### config.mk
export PLATFORM = sky130hd
export DESIGN_NAME = codec_ctl_port
export DESIGN_NICKNAME = d
export VERILOG_FILES = /design/src/rtl/ctl_pkg.sv /design/src/rtl/ctl_sync.sv /design/src/rtl/ctl_shift.sv /design/src/rtl/ctl_decode.sv /design/src/rtl/pcm_gate.sv /design/src/rtl/codec_ctl_port.sv
export SDC_FILE = /design/constraint.sdc
export NUM_CORES = 1
export LEC_CHECK = 0
export ABC_CLOCK_PERIOD_IN_PS = 4700
export BUFFER_PORTS_ARGS = -buffer_cell sky130_fd_sc_hd__clkbuf_2
export CAP_MARGIN = 20
export CORE_MARGIN = 5
export CORE_UTILIZATION = 60
export CTS_BUF_LIST = sky130_fd_sc_hd__clkbuf_2
export DETAILED_ROUTE_END_ITERATION = 12
export PLACE_DENSITY = 0.81
export SYNTH_ARGS = -nofsm -noshare
export SYNTH_HDL_FRONTEND = slang
export SYNTH_SLANG_ARGS = --single-unit
### constraint.sdc
create_clock -name clk -period 4.7 [get_ports clk]
set_clock_uncertainty 0.05 [all_clocks]
set_input_delay 0.47 -clock clk [delete_from_list [all_inputs] [get_ports clk]]
set_output_delay 0.47 -clock clk [all_outputs]
set_load 0.01 [all_outputs]
### src/rtl/ctl_pkg.sv
package ctl_pkg;
  typedef enum logic {PH_CMD, PH_DATA} phase_t;

  // Register codes that own storage: 0,1,2 and 4..10
  function automatic logic code_live(input logic [3:0] code);
    return (code != 4'd3) && (code <= 4'd10);
  endfunction
endpackage

### src/rtl/ctl_sync.sv
module ctl_sync #(
  parameter int          W       = 1,
  parameter int          STAGES  = 2,
  parameter logic [W-1:0] RST_VAL = '0
) (
  input  logic         clk,
  input  logic         rst,
  input  logic [W-1:0] d,
  output logic [W-1:0] q
);
  logic [W-1:0] pipe [STAGES];

  always_ff @(posedge clk) begin
    if (rst) begin
      for (int i = 0; i < STAGES; i++) pipe[i] <= RST_VAL;
    end else begin
      pipe[0] <= d;
      for (int i = 1; i < STAGES; i++) pipe[i] <= pipe[i-1];
    end
  end

  assign q = pipe[STAGES-1];
endmodule

### src/rtl/ctl_shift.sv
module ctl_shift #(
  parameter int DW = 8,
  localparam int CW = $clog2(DW)
) (
  input  logic          clk,
  input  logic          rst,
  input  logic          sclk_s,
  input  logic          cs_act,
  input  logic          sdi_s,
  output logic          sclk_rise,
  output logic          byte_done,
  output logic [DW-1:0] byte_val,
  output logic [CW-1:0] bit_cnt
);
  logic          sclk_q;
  logic          sclk_fall;
  logic [DW-2:0] sr;

  assign sclk_rise = sclk_s & ~sclk_q;
  assign sclk_fall = ~sclk_s & sclk_q;

  always_ff @(posedge clk) begin
    if (rst) begin
      sclk_q  <= 1'b0;
      bit_cnt <= '0;
      sr      <= '0;
    end else begin
      sclk_q <= sclk_s;
      if (!cs_act) begin
        bit_cnt <= '0;
      end else if (sclk_fall) begin
        sr      <= {sr[DW-3:0], sdi_s};
        bit_cnt <= (bit_cnt == CW'(DW-1)) ? '0 : bit_cnt + 1'b1;
      end
    end
  end

  assign byte_done = cs_act & sclk_fall & (bit_cnt == CW'(DW-1));
  assign byte_val  = {sr, sdi_s};
endmodule

### src/rtl/ctl_decode.sv
module ctl_decode
  import ctl_pkg::*;
#(
  parameter int DW = 8,
  parameter int AW = 4,
  localparam int NR = 1 << AW
) (
  input  logic          clk,
  input  logic          rst,
  input  logic          cs_act,
  input  logic          sclk_rise,
  input  logic          byte_done,
  input  logic [DW-1:0] byte_val,
  output logic          sdo,
  output logic          pwr_down
);
  phase_t        phase;
  logic          rd_pend;
  logic [AW-1:0] addr_q;
  logic [DW-1:0] osr;
  logic [DW-1:0] mem [NR];

  logic          c_pwr, c_rd, c_two;
  logic [AW-1:0] c_addr;
  logic [DW-4-AW:0] unused_lsb;
  logic [DW-1:0] rd_data;
  logic          wr_en;

  assign c_pwr      = byte_val[DW-1];
  assign c_addr     = byte_val[DW-2 -: AW];
  assign c_rd       = byte_val[DW-2-AW];
  assign c_two      = byte_val[DW-3-AW];
  assign unused_lsb = byte_val[DW-4-AW:0];

  assign rd_data = code_live(4'(c_addr)) ? mem[c_addr] : '0;
  assign wr_en   = byte_done && (phase == PH_DATA) && !rd_pend && code_live(4'(addr_q));

  // settings storage
  always_ff @(posedge clk) begin
    if (rst) begin
      for (int i = 0; i < NR; i++) mem[i] <= '0;
    end else if (wr_en) begin
      mem[addr_q] <= byte_val;
    end
  end

  always_ff @(posedge clk) begin
    if (rst) begin
      phase    <= PH_CMD;
      rd_pend  <= 1'b0;
      addr_q   <= '0;
      osr      <= '0;
      sdo      <= 1'b0;
      pwr_down <= 1'b1;
    end else begin
      if (byte_done) begin
        if (phase == PH_CMD) begin
          pwr_down <= c_pwr;
          if (c_two) begin
            phase   <= PH_DATA;
            addr_q  <= c_addr;
            rd_pend <= c_rd;
            osr     <= c_rd ? rd_data : '0;
          end
        end else begin
          phase   <= PH_CMD;
          rd_pend <= 1'b0;
        end
      end
      if (sclk_rise && cs_act && (phase == PH_DATA) && rd_pend) begin
        sdo <= osr[DW-1];
        osr <= {osr[DW-2:0], 1'b0};
      end
    end
  end
endmodule

### src/rtl/pcm_gate.sv
module pcm_gate #(
  parameter int FS_WAIT = 2,
  localparam int FCW = $clog2(FS_WAIT + 1)
) (
  input  logic clk,
  input  logic rst,
  input  logic pwr_down,
  input  logic fs_s,
  output logic pcm_oe
);
  logic           fs_q;
  logic [FCW-1:0] seen;

  always_ff @(posedge clk) begin
    if (rst) begin
      fs_q   <= 1'b0;
      seen   <= '0;
      pcm_oe <= 1'b0;
    end else begin
      fs_q <= fs_s;
      if (pwr_down) begin
        seen   <= '0;
        pcm_oe <= 1'b0;
      end else if (!pcm_oe && fs_s && !fs_q) begin
        if (seen == FCW'(FS_WAIT - 1)) pcm_oe <= 1'b1;
        else                           seen   <= seen + 1'b1;
      end
    end
  end
endmodule

### src/rtl/codec_ctl_port.sv
module codec_ctl_port #(
  parameter int DW          = 8,
  parameter int AW          = 4,
  parameter int SYNC_STAGES = 2,
  parameter int FS_WAIT     = 2
) (
  input  logic clk,
  input  logic rst,
  input  logic ctl_clk,
  input  logic ctl_csn,
  input  logic ctl_din,
  output logic ctl_dout,
  output logic ctl_dout_oe,
  input  logic fsync_tx,
  output logic pwr_down,
  output logic pcm_oe
);
  localparam int BCW = $clog2(DW);

  logic [3:0]     in_s;
  logic           cs_act;
  logic           sclk_rise;
  logic           byte_done;
  logic [DW-1:0]  byte_val;
  logic [BCW-1:0] bit_cnt;

  // {frame sync, select, data, clock}; select idles high
  ctl_sync #(.W(4), .STAGES(SYNC_STAGES), .RST_VAL(4'b0100)) u_sync (
    .clk(clk), .rst(rst),
    .d({fsync_tx, ctl_csn, ctl_din, ctl_clk}),
    .q(in_s)
  );

  assign cs_act = ~in_s[2];

  ctl_shift #(.DW(DW)) u_shift (
    .clk(clk), .rst(rst),
    .sclk_s(in_s[0]), .cs_act(cs_act), .sdi_s(in_s[1]),
    .sclk_rise(sclk_rise), .byte_done(byte_done),
    .byte_val(byte_val), .bit_cnt(bit_cnt)
  );

  ctl_decode #(.DW(DW), .AW(AW)) u_dec (
    .clk(clk), .rst(rst),
    .cs_act(cs_act), .sclk_rise(sclk_rise),
    .byte_done(byte_done), .byte_val(byte_val),
    .sdo(ctl_dout), .pwr_down(pwr_down)
  );

  pcm_gate #(.FS_WAIT(FS_WAIT)) u_gate (
    .clk(clk), .rst(rst),
    .pwr_down(pwr_down), .fs_s(in_s[3]),
    .pcm_oe(pcm_oe)
  );

  always_ff @(posedge clk) begin
    if (rst) ctl_dout_oe <= 1'b0;
    else     ctl_dout_oe <= cs_act;
  end
endmodule

-- Word-level counts from Yosys, hierarchy flattened
Memory sizes are Yosys's and may differ from the RTL's. A register that Yosys moved wholly into a read port is not among the register bits.
Index checks and enable logic that the tools add are counted.
- flip-flop bits (word level): 32
- memory bits (writable): 136
- bits of input ports: 6
- output and inout bits: 4
- logic and storage cells: 87
- memories: 2
- add/subtract/negate cells: 2
- magnitude comparators: 2
- equal/unequal tests: 5
- multiplexer cells: 24
- bitwise operators: 11
- reductions and logical operators: 27
- memories (memory ; depth ; width ; rd ports ; clocked after memory_dff ; write ports ; line ; RTL):
    u_dec.mem ; 16 ; 8 ; 1 ; 1 ; 16 ; ctl_decode.sv:21 ; logic [DW-1:0] mem [NR];
    u_sync.pipe ; 2 ; 4 ; 2 ; 0 ; 2 ; ctl_sync.sv:11 ; logic [W-1:0] pipe [STAGES];
- operator list (cell ; number):
    two-way mux 8 bit ; 7
    two-way mux 4 bit ; 5
    two-way mux 1 bit ; 11
    logical AND 1 bit ; 10
    AND reduction 2 bit ; 5
    <= comparator 4 bit (second input constant) ; 2
    inequality test 4 x 2 -> 1 bit (second input constant) ; 2
    OR reduction 8 bit ; 1
    AND reduction 3 bit ; 2
    nonzero test 2 bit ; 3
    OR reduction 2 bit ; 3
    inverter 1 bit ; 5
    AND 1 bit ; 4
    adder 3 x 1 -> 3 bit (second input constant) ; 1
    equality test 3 bit (second input constant) ; 1
    logical NOT 1 bit ; 3
    two-way mux 3 bit ; 1
    adder 2 x 1 -> 2 bit (second input constant) ; 1
    equality test 2 x 1 -> 1 bit (second input constant) ; 1
    inequality test 2 bit (second input constant) ; 1
    bitwise OR 1 bit ; 2

-- Longest topological paths before layout
Gate-level depths: netlist of the first run.
- depth after elaboration: 12
- mapped depth: 7
- gate-level depth less buffers: 6

-- By module
Synthesis of the first run repeated with hierarchy kept, for this count alone.
- cells, all modules: 493
- area, all modules: 5766.8 sq um
- modules (own cells, without submodules) (module ; times used ; cells each ; area an instance (sq um) ; seq. area each (sq um)):
    ctl_decode ; 1 ; 402 ; 4847.1 ; 2932.8
    ctl_shift ; 1 ; 51 ; 459.2 ; 220.2
    ctl_sync ; 1 ; 20 ; 240.2 ; 160.2
    pcm_gate ; 1 ; 17 ; 192.7 ; 80.1
    codec_ctl_port ; 1 ; 3 ; 27.5 ; 20.0

-- Worst setup path before layout of the first run
No wires, ideal clock.
- path kind: reg-to-reg
- from: reg u_shift.bit_cnt[0]
- to: mem u_dec.mem[5][0] (enable)
- library setup time: 329 ps
- arrival time: 1686 ps
- required time: 4321 ps
- slack: 2635 ps
- cell stages (with the launch flop): 7
- path buffers: 0
- period minus slack after synthesis: 2065 ps
- path through: dfxtp_1 > ha_1 > ha_1 > and3b_1 > nand2_1 > nor3_1 > or2_1
- RTL lines (what ; line ; RTL):
    start, declared ; ctl_shift.sv:13 ; output logic [CW-1:0] bit_cnt
    start signal, assigned ; ctl_shift.sv:33 ; bit_cnt <= (bit_cnt == CW'(DW-1)) ? '0 : bit_cnt + 1'b1;
    end, declared ; ctl_decode.sv:21 ;

-- Worst setup path after layout of the first run
- from: reg u_shift.sr[0]
- to: reg u_dec.osr[5]
- word-level cells in the longest chain between the ends: 2
- ends and longest elaborated chain (what ; line ; RTL):
    start, declared ; ctl_shift.sv:17 ; logic [DW-2:0] sr;
    start signal, assigned ; ctl_shift.sv:32 ; sr <= {sr[DW-3:0], sdi_s};
    nonzero test 2 bit (no source line) ; - ;
    AND reduction 3 bit (no source line) ; - ;
    end signal, assigned ; ctl_decode.sv:63 ; osr <= c_rd ? rd_data : '0;
    end signal, assigned ; ctl_decode.sv:72 ; osr <= {osr[DW-2:0], 1'b0};
    end, declared ; ctl_decode.sv:20 ; logic [DW-1:0] osr;
Every way passes these cells.
A chain may end at the register's enable or synchronous reset.

==> results.md, run 1 <==
- Initial core utilization: 0.609
- DRT Pass-1 Iters: 4
- Worst EP arrival: roughly 3.5 ns
- R2R depth: 4
- R2R setup slack: 1.81 ns
- Port buffer count: 9
- Fin crit share: 0.614
- TNS Setup: 0 ns
- Area Growth Syn to Fin: 8.28%
- Post-Synth XOR/XNOR Area: 0.00120
- Initial antenna violation count: 0
- Hold WC Path Type: in2reg
- Drt wl/cell: 19.7 um
- Synth Area in Compound Gates: 0.0399
- Time the worst path needs with I/O delays and setup: 2.89 ns
- TritonCTS buffer count: 17
- CP startpoint: u_shift.sr[0]$_SDFFE_PP0N_
- Busiest grt layer: met2
- Layout cells sized above 1: 0.193
- Syn avg cell area: between 10 and 15 um^2
- Global-route track usage on met2: 0.326
- Clk sinks: 172
- H-tree levels: 4
- Site Rows: 40
- HPWL after DPL: 8990 um
- GR met3 Demand/Resource: 0.0518
- Netlist Area Pre-Place: 0.00728 mm^2
- Placed cells: 659
- Met1 Track Usage GR: 0.280
- Pins over their slew limit: 0
- MaxCap Viol Count: 0
- Crit path launch type: register
- WL final: 13,700 um
- Hold-fix buffers, CTS: 4
- Post-synthesis adder-cell area fraction: 0.00516
- Synth unique cells: 43
- FF-to-FF Start: u_shift.sr[0]$_SDFFE_PP0N_
- Die extent in y: between 100 and 150 um
- Finished Layout Cells: between 600 and 700
- Crit path capture: u_dec.osr[5]$_SDFFE_PP0P_
- Clock Latency Late Sink: approximately 0.74 ns
- Worst slew pin tran: 0.945 ns
- Clock buffer depth: 2
- Critical setup path kind: reg2reg
- Ports: 10
- Vias: 3,890
- First-pass GRT wire length: 21,800 um
- Root Driver: clkbuf_2
- Antenna fix cells: 0
- Final GP Congestion: 0.794
- Nets@finish: 544
- Rel. slew slack: 0.369
- Commonest non-fill, non-tap cell in the layout: edfxtp_1
- Worst-path fanout max: 15
- RSZ-0062 raised after global routing: no
- Reg-to-Reg End: u_dec.osr[5]$_SDFFE_PP0P_
- Synth Flop Type: edfxtp_1
- Status: completed
- Die Footprint: approximately 0.014 mm^2
- Die X-Extent: around 120 um
- Grt ovf: 0
- Setup Fix Bufs, Post-CTS: 0
- Pleak: around 2.8 nW
- Core Region: approximately 0.012 mm^2
- Pwr/cell area: 335 mW/mm^2
- Clock transition at path regs: 0.22 ns
- Post-CTS Resized: 0
- Yosys reg bits: 172
- Antenna Nets Post-Route: 0
- Synth Instances: between 400 and 500
- Yosys warnings: 0
- Multiplexer share of the synthesized area: 0.146
- Simple-gate share of the synthesized area: 0.136
- Max IR drop VDD: slightly above 200 uV
- DRC: 0
- Register area share after synthesis: 0.649
- Fmax achieved: 346 MHz
- CTS tree: yes
- # setup viols final: 0
- Largest net degree at the start of global routing: 54
- Via/cell ratio: 5.60
- Initial DRC Count: 285
- Final hold vios: 0
- WP data required: 5.31 ns
- Main combinational cell family by area after synthesis: multiplexers
- Async SR Flop Fraction: 0
- Vias in the first global route: 3,921
- Total track usage: 0.205
- Post-synth EDFFs: approximately 130
- Crit end category: register
- Most frequent cells in the layout: 128 x edfxtp_1, 80 x and2_1, 48 x conb_1, 43 x dfxtp_1, 32 x mux4_2
==> where the power goes <==
group / internal [W] / leakage, nW / total [W] / switching (W)
Clock: 0.000355 / 0.168 / 0.000850 / 0.000495
Sequential: 0.00169 / 1.66 / 0.00171 / 0.0000217
Combinational: 0.0000323 / 0.976 / 0.0000782 / 0.0000459
==> cells in the mapped netlist, types with 3 or more instances <==
| library cell | n | area, um^2 |
|---|---|---|
| or2_2 | 12 | 75.1 |
| mux2_1 | 4 | 45.0 |
| nand3_1 | 6 | 30.0 |
| nand2_1 | 19 | 71.3 |
| nor2b_1 | 10 | 62.6 |
| o22ai_2 | 7 | 87.6 |
| buf_4 | 3 | 22.5 |
| dfxtp_1 | 44 | 881 |
| nor3_1 | 8 | 40.0 |
| nand2b_1 | 4 | 25.0 |
| edfxtp_1 | 128 | 3840 |
| mux2i_1 | 25 | 250 |
| ha_1 | 3 | 37.5 |
| nor2_1 | 10 | 37.5 |
| and2_1 | 80 | 500 |
| mux4_2 | 32 | 721 |
| o21ai_0 | 9 | 45.0 |
| nor4b_2 | 3 | 45.0 |
| a21oi_1 | 14 | 70.1 |
| a21boi_0 | 7 | 52.6 |
| clkbuf_1 | 27 | 101 |
| buf_2 | 4 | 20.0 |
| mux2_2 | 4 | 45.0 |
==> worst max-delay path, cell delays in order, from the launching register on <==
cell and delay, ns:
dfxtp_1 0.73, nor2b_1 0.72, nand2_2 0.25, or4b_1 0.82, o22ai_2 0.25
==> registers in the layout, indices dropped and copies added (netlist names), 2 cells and up, named ones only <==
signal / cells
u_dec.addr_q: 4
u_dec.mem: 128
u_dec.osr: 8
u_gate.seen: 2
u_shift.bit_cnt: 3
u_shift.sr: 7
u_sync.pipe: 8
==> layer usage <==
layer / wire length, um / up-vias / part of all wire
met5: 0 / - / 0
met4: 204 / 0 / 0.015
met3: 920 / 17 / 0.067
met2: 6760 / 109 / 0.50
met1: 5770 / 1917 / 0.42
li1: - / 1847 / -
==> through the flow <==
step                worst slack (ns)  area [um^2]  utilization  power [W]  hold WS, ns
finish                          1.81         7880        0.659    0.00264        0.127
global route                    1.64         7880        0.659    0.00273       0.0686
CTS                             1.87         7880        0.659    0.00265       0.0757
detailed placement              1.91         7570        0.633    0.00182        0.356
global placement                1.95         7570        0.633    0.00181        0.344
floorplan                       2.63         7460            -    0.00179        0.339
==> logic make-up after synthesis <==
group | count (synthesis)
other cells | 1
xor+xnor | 1
flops | 172
compound gates | 42
mux | 65
buf+inv | 38
fa+ha+maj | 3
simple gates | 164
==> worst min path at each step <==
stage                                       from                            to  slack [ns]  depth (start not counted)
finish                                       rst  u_sync.pipe[0][1]$_SDFF_PP0_        0.13                          2
global route                                 rst  u_sync.pipe[0][4]$_SDFF_PP0_        0.07                          2
CTS                                          rst        ctl_dout_oe$_SDFF_PP0_        0.08                          2
detailed placement  u_sync.pipe[0][2]$_SDFF_PP1_  u_sync.pipe[0][6]$_SDFF_PP1_        0.36                          1
global placement    u_sync.pipe[0][2]$_SDFF_PP1_  u_sync.pipe[0][6]$_SDFF_PP1_        0.34                          1
floorplan           u_sync.pipe[0][2]$_SDFF_PP1_  u_sync.pipe[0][6]$_SDFF_PP1_        0.34                          1
==> final cells by class <==
class,count,area [um^2]
clock buffers,20,100
clock inverters,12,168
fillers,856,4080
inverters,2,7.51
multi-input cells,323,2560
flip-flops and latches,172,4730
well taps,147,184
repair buffers,19,133
Power figures use the tool's default switching activity.
==> inputs of run 2 (changes only) <==
--- a/config.mk
+++ b/config.mk
@@ -5,7 +5,7 @@
 export SDC_FILE = /design/constraint.sdc
 export NUM_CORES = 1
 export LEC_CHECK = 0
-export ABC_CLOCK_PERIOD_IN_PS = 4700
+export ABC_CLOCK_PERIOD_IN_PS = 2750
 export BUFFER_PORTS_ARGS = -buffer_cell sky130_fd_sc_hd__clkbuf_2
 export CAP_MARGIN = 20
 export CORE_MARGIN = 5
==> constraint.sdc (replaced) <==
create_clock -name clk -period 2.75 [get_ports clk]
set_clock_uncertainty 0.05 [all_clocks]
set_input_delay 0.275 -clock clk [delete_from_list [all_inputs] [get_ports clk]]
set_output_delay 0.275 -clock clk [all_outputs]
set_load 0.01 [all_outputs]
==> results.md, run 2 (synthesis results as in run 1) <==
- Status: completed
- Worst-path fanout max: 14 (-1)
- WP data required: 3.37 ns (-1.94 ns)
- Register area: 0.00473 mm^2 (unchanged)
- Max reg flops: 128 (unchanged)
- Rel. slew slack: 0.475 (+0.106)
- Total track usage: 0.207 (+0.00271)
- Fmax achieved: 408 MHz (+18%)
- Most frequent cells in the layout: 128 x edfxtp_1, 80 x and2_1, 48 x conb_1, 43 x dfxtp_1, 32 x mux4_2
- WL final: 13,800 um (+1.3%)
- TNS Setup: 0 ns (unchanged)
- Initial DRC Count: 493 (+73%)
- MaxCap Viol Count: 0 (unchanged)
- Die X-Extent: 120 um (unchanged)
- Pleak: 2.87 nW (+2.4%)
- Clock Latency Late Sink: 0.76 ns (+0.02 ns)
- Area Growth Syn to Fin: 9.52%
- DRC: 0 (unchanged)
- Area after DPL: 0.00768 mm^2 (+1.5%)
- Crit end category: register
- CTS tree: yes
- Filler cell count: 837 (-2.2%)
- CP startpoint: u_shift.bit_cnt[0]$_SDFFE_PP0N_
- Final hold vios: 0 (unchanged)
- Biggest regs: u_dec.mem (128), u_dec.osr (8), u_sync.pipe (8)
- Antenna Nets Post-Route: 0 (unchanged)
- Final GP Congestion: 0.870 (+9.5%)
- Clock transition at path regs: 0.27 ns (+0.05 ns)
- Time the worst path needs with I/O delays and setup: 2.45 ns (-0.437 ns)
- Ports: 10 (unchanged)
- FF-to-FF Start: u_shift.bit_cnt[0]$_SDFFE_PP0N_
- Commonest non-fill, non-tap cell in the layout: edfxtp_1
- Multi-input combinational cell area: 0.00256 mm^2 (unchanged)
- TritonCTS buffer count: 17 (unchanged)
- Worst slew pin tran: 0.787 ns (-0.158 ns)
- Root Driver: clkbuf_2
- Port buffer count: 9 (unchanged)
- Site Rows: 40 (unchanged)
- DRT Pass-1 Iters: 4 (unchanged)
- H-tree levels: 4 (unchanged)
- Via/cell ratio: 5.64 (+0.70%)
- Hold WC Path Type: in2reg
- Worst EP arrival: 3.07 ns (-0.42 ns)
- Vias in the first global route: 4,096 (+4.5%)
- Nets@finish: 558 (+2.6%)
- Critical setup path kind: reg2reg
- Initial core utilization: 0.609 (unchanged)
- Drt wl/cell: 19.5 um (-0.75%)
- Setup Fix Bufs, Post-CTS: 0 (unchanged)
- Pwr/cell area: 555 mW/mm^2 (+66%)
- Hold path startpoint: ctl_csn
- Fin crit share: 0.891 (+0.277)
- Vias: 3,996 (+2.7%)
- Grt ovf: 0 (unchanged)
- # setup viols final: 0 (unchanged)
- RSZ-0062 raised after global routing: no
- Reg with most FFs: u_dec.mem
- HPWL after DPL: 9000 um (about the same)
- Die Footprint: 0.0144 mm^2 (unchanged)
- First-pass GRT wire length: 22,100 um (+1.0%)
- Clk sinks: 172 (unchanged)
- Antenna fix cells: 0 (unchanged)
- Die extent in y: 120 um (unchanged)
- Core Region: 0.0120 mm^2 (unchanged)
- Clock buffer depth: 2 (unchanged)
- Fin area: 0.00797 mm^2 (+1.1%)
- Crit path launch type: register
- Layout cells sized above 1: 0.215 (+0.0219)
- Pins over their slew limit: 0 (unchanged)
- Max IR drop VDD: 406 uV (+96%)
- Largest net degree at the start of global routing: 72 (+33%)
- Initial antenna violation count: 0 (unchanged)
==> run 2: worst paths after layout <==
kind                                                endpoint  slack [ns]  depth (start not counted)
worst max register to register     u_dec.osr[7]$_SDFFE_PP0P_        0.30                          6
worst max-delay path               u_dec.osr[7]$_SDFFE_PP0P_        0.30                          6
worst min register to register  u_sync.pipe[0][4]$_SDFF_PP0_        0.41                          1
worst min-delay path            u_sync.pipe[0][2]$_SDFF_PP1_        0.16                          3
==> run 2: critical path, cell delays in order, from the launching register on <==
cell	delay, ns
dfxtp_1	0.42
ha_1	0.16
ha_1	0.20
and4bb_2	0.42
nand2_2	0.15
or4b_1	0.75
o22ai_2	0.24
==> run 2: stage by stage <==
stage                     hold WS (ns)  setup slack [ns]   util  power [W]  instances
after CTS                        0.134             0.314  0.667    0.00443        709
after global placement           0.348             0.428  0.642    0.00311        672
after floorplan                  0.329             0.685      -    0.00307        533
final                            0.163             0.300  0.667    0.00442        709
after global routing             0.116             0.124  0.667    0.00457        709
after detailed placement         0.355             0.359  0.642    0.00312        672
==> run 2: metal layers <==
metal,up-vias,share of wire,global-route usage,wire length [um]
li1,1873,-,-,-
met1,1991,0.43,0.275,5910
met2,107,0.51,0.342,7020
met3,25,0.046,0.0429,638
met4,0,0.019,0.0737,264
met5,-,0,0,0
==> run 2: power by group <==
| part | switching (W) | internal [W] | total, W |
|---|---|---|---|
| Clock | 0.000917 | 0.000438 | 0.00135 |
| Sequential | 0.0000361 | 0.00289 | 0.00293 |
| Combinational | 0.0000819 | 0.0000574 | 0.000139 |
==> run 2: layout make-up <==
| cell class | instances | share of cell area |
|---|---|---|
| clock buffer | 17 | 0.0107 |
| clock inverter | 15 | 0.0191 |
| inverter | 2 | 0.000942 |
| multi-input combinational | 323 | 0.322 |
| sequential | 172 | 0.593 |
| tap | 147 | 0.0231 |
| timing repair buffer | 33 | 0.0317 |
==> run 2: what timing repair did <==
action | CTS | global route
hold buffers | 5 | 0
resized for setup | 0 | 0
endpoints found under the setup margin | 0 | 0
hold endpoints to repair | 20 | 0
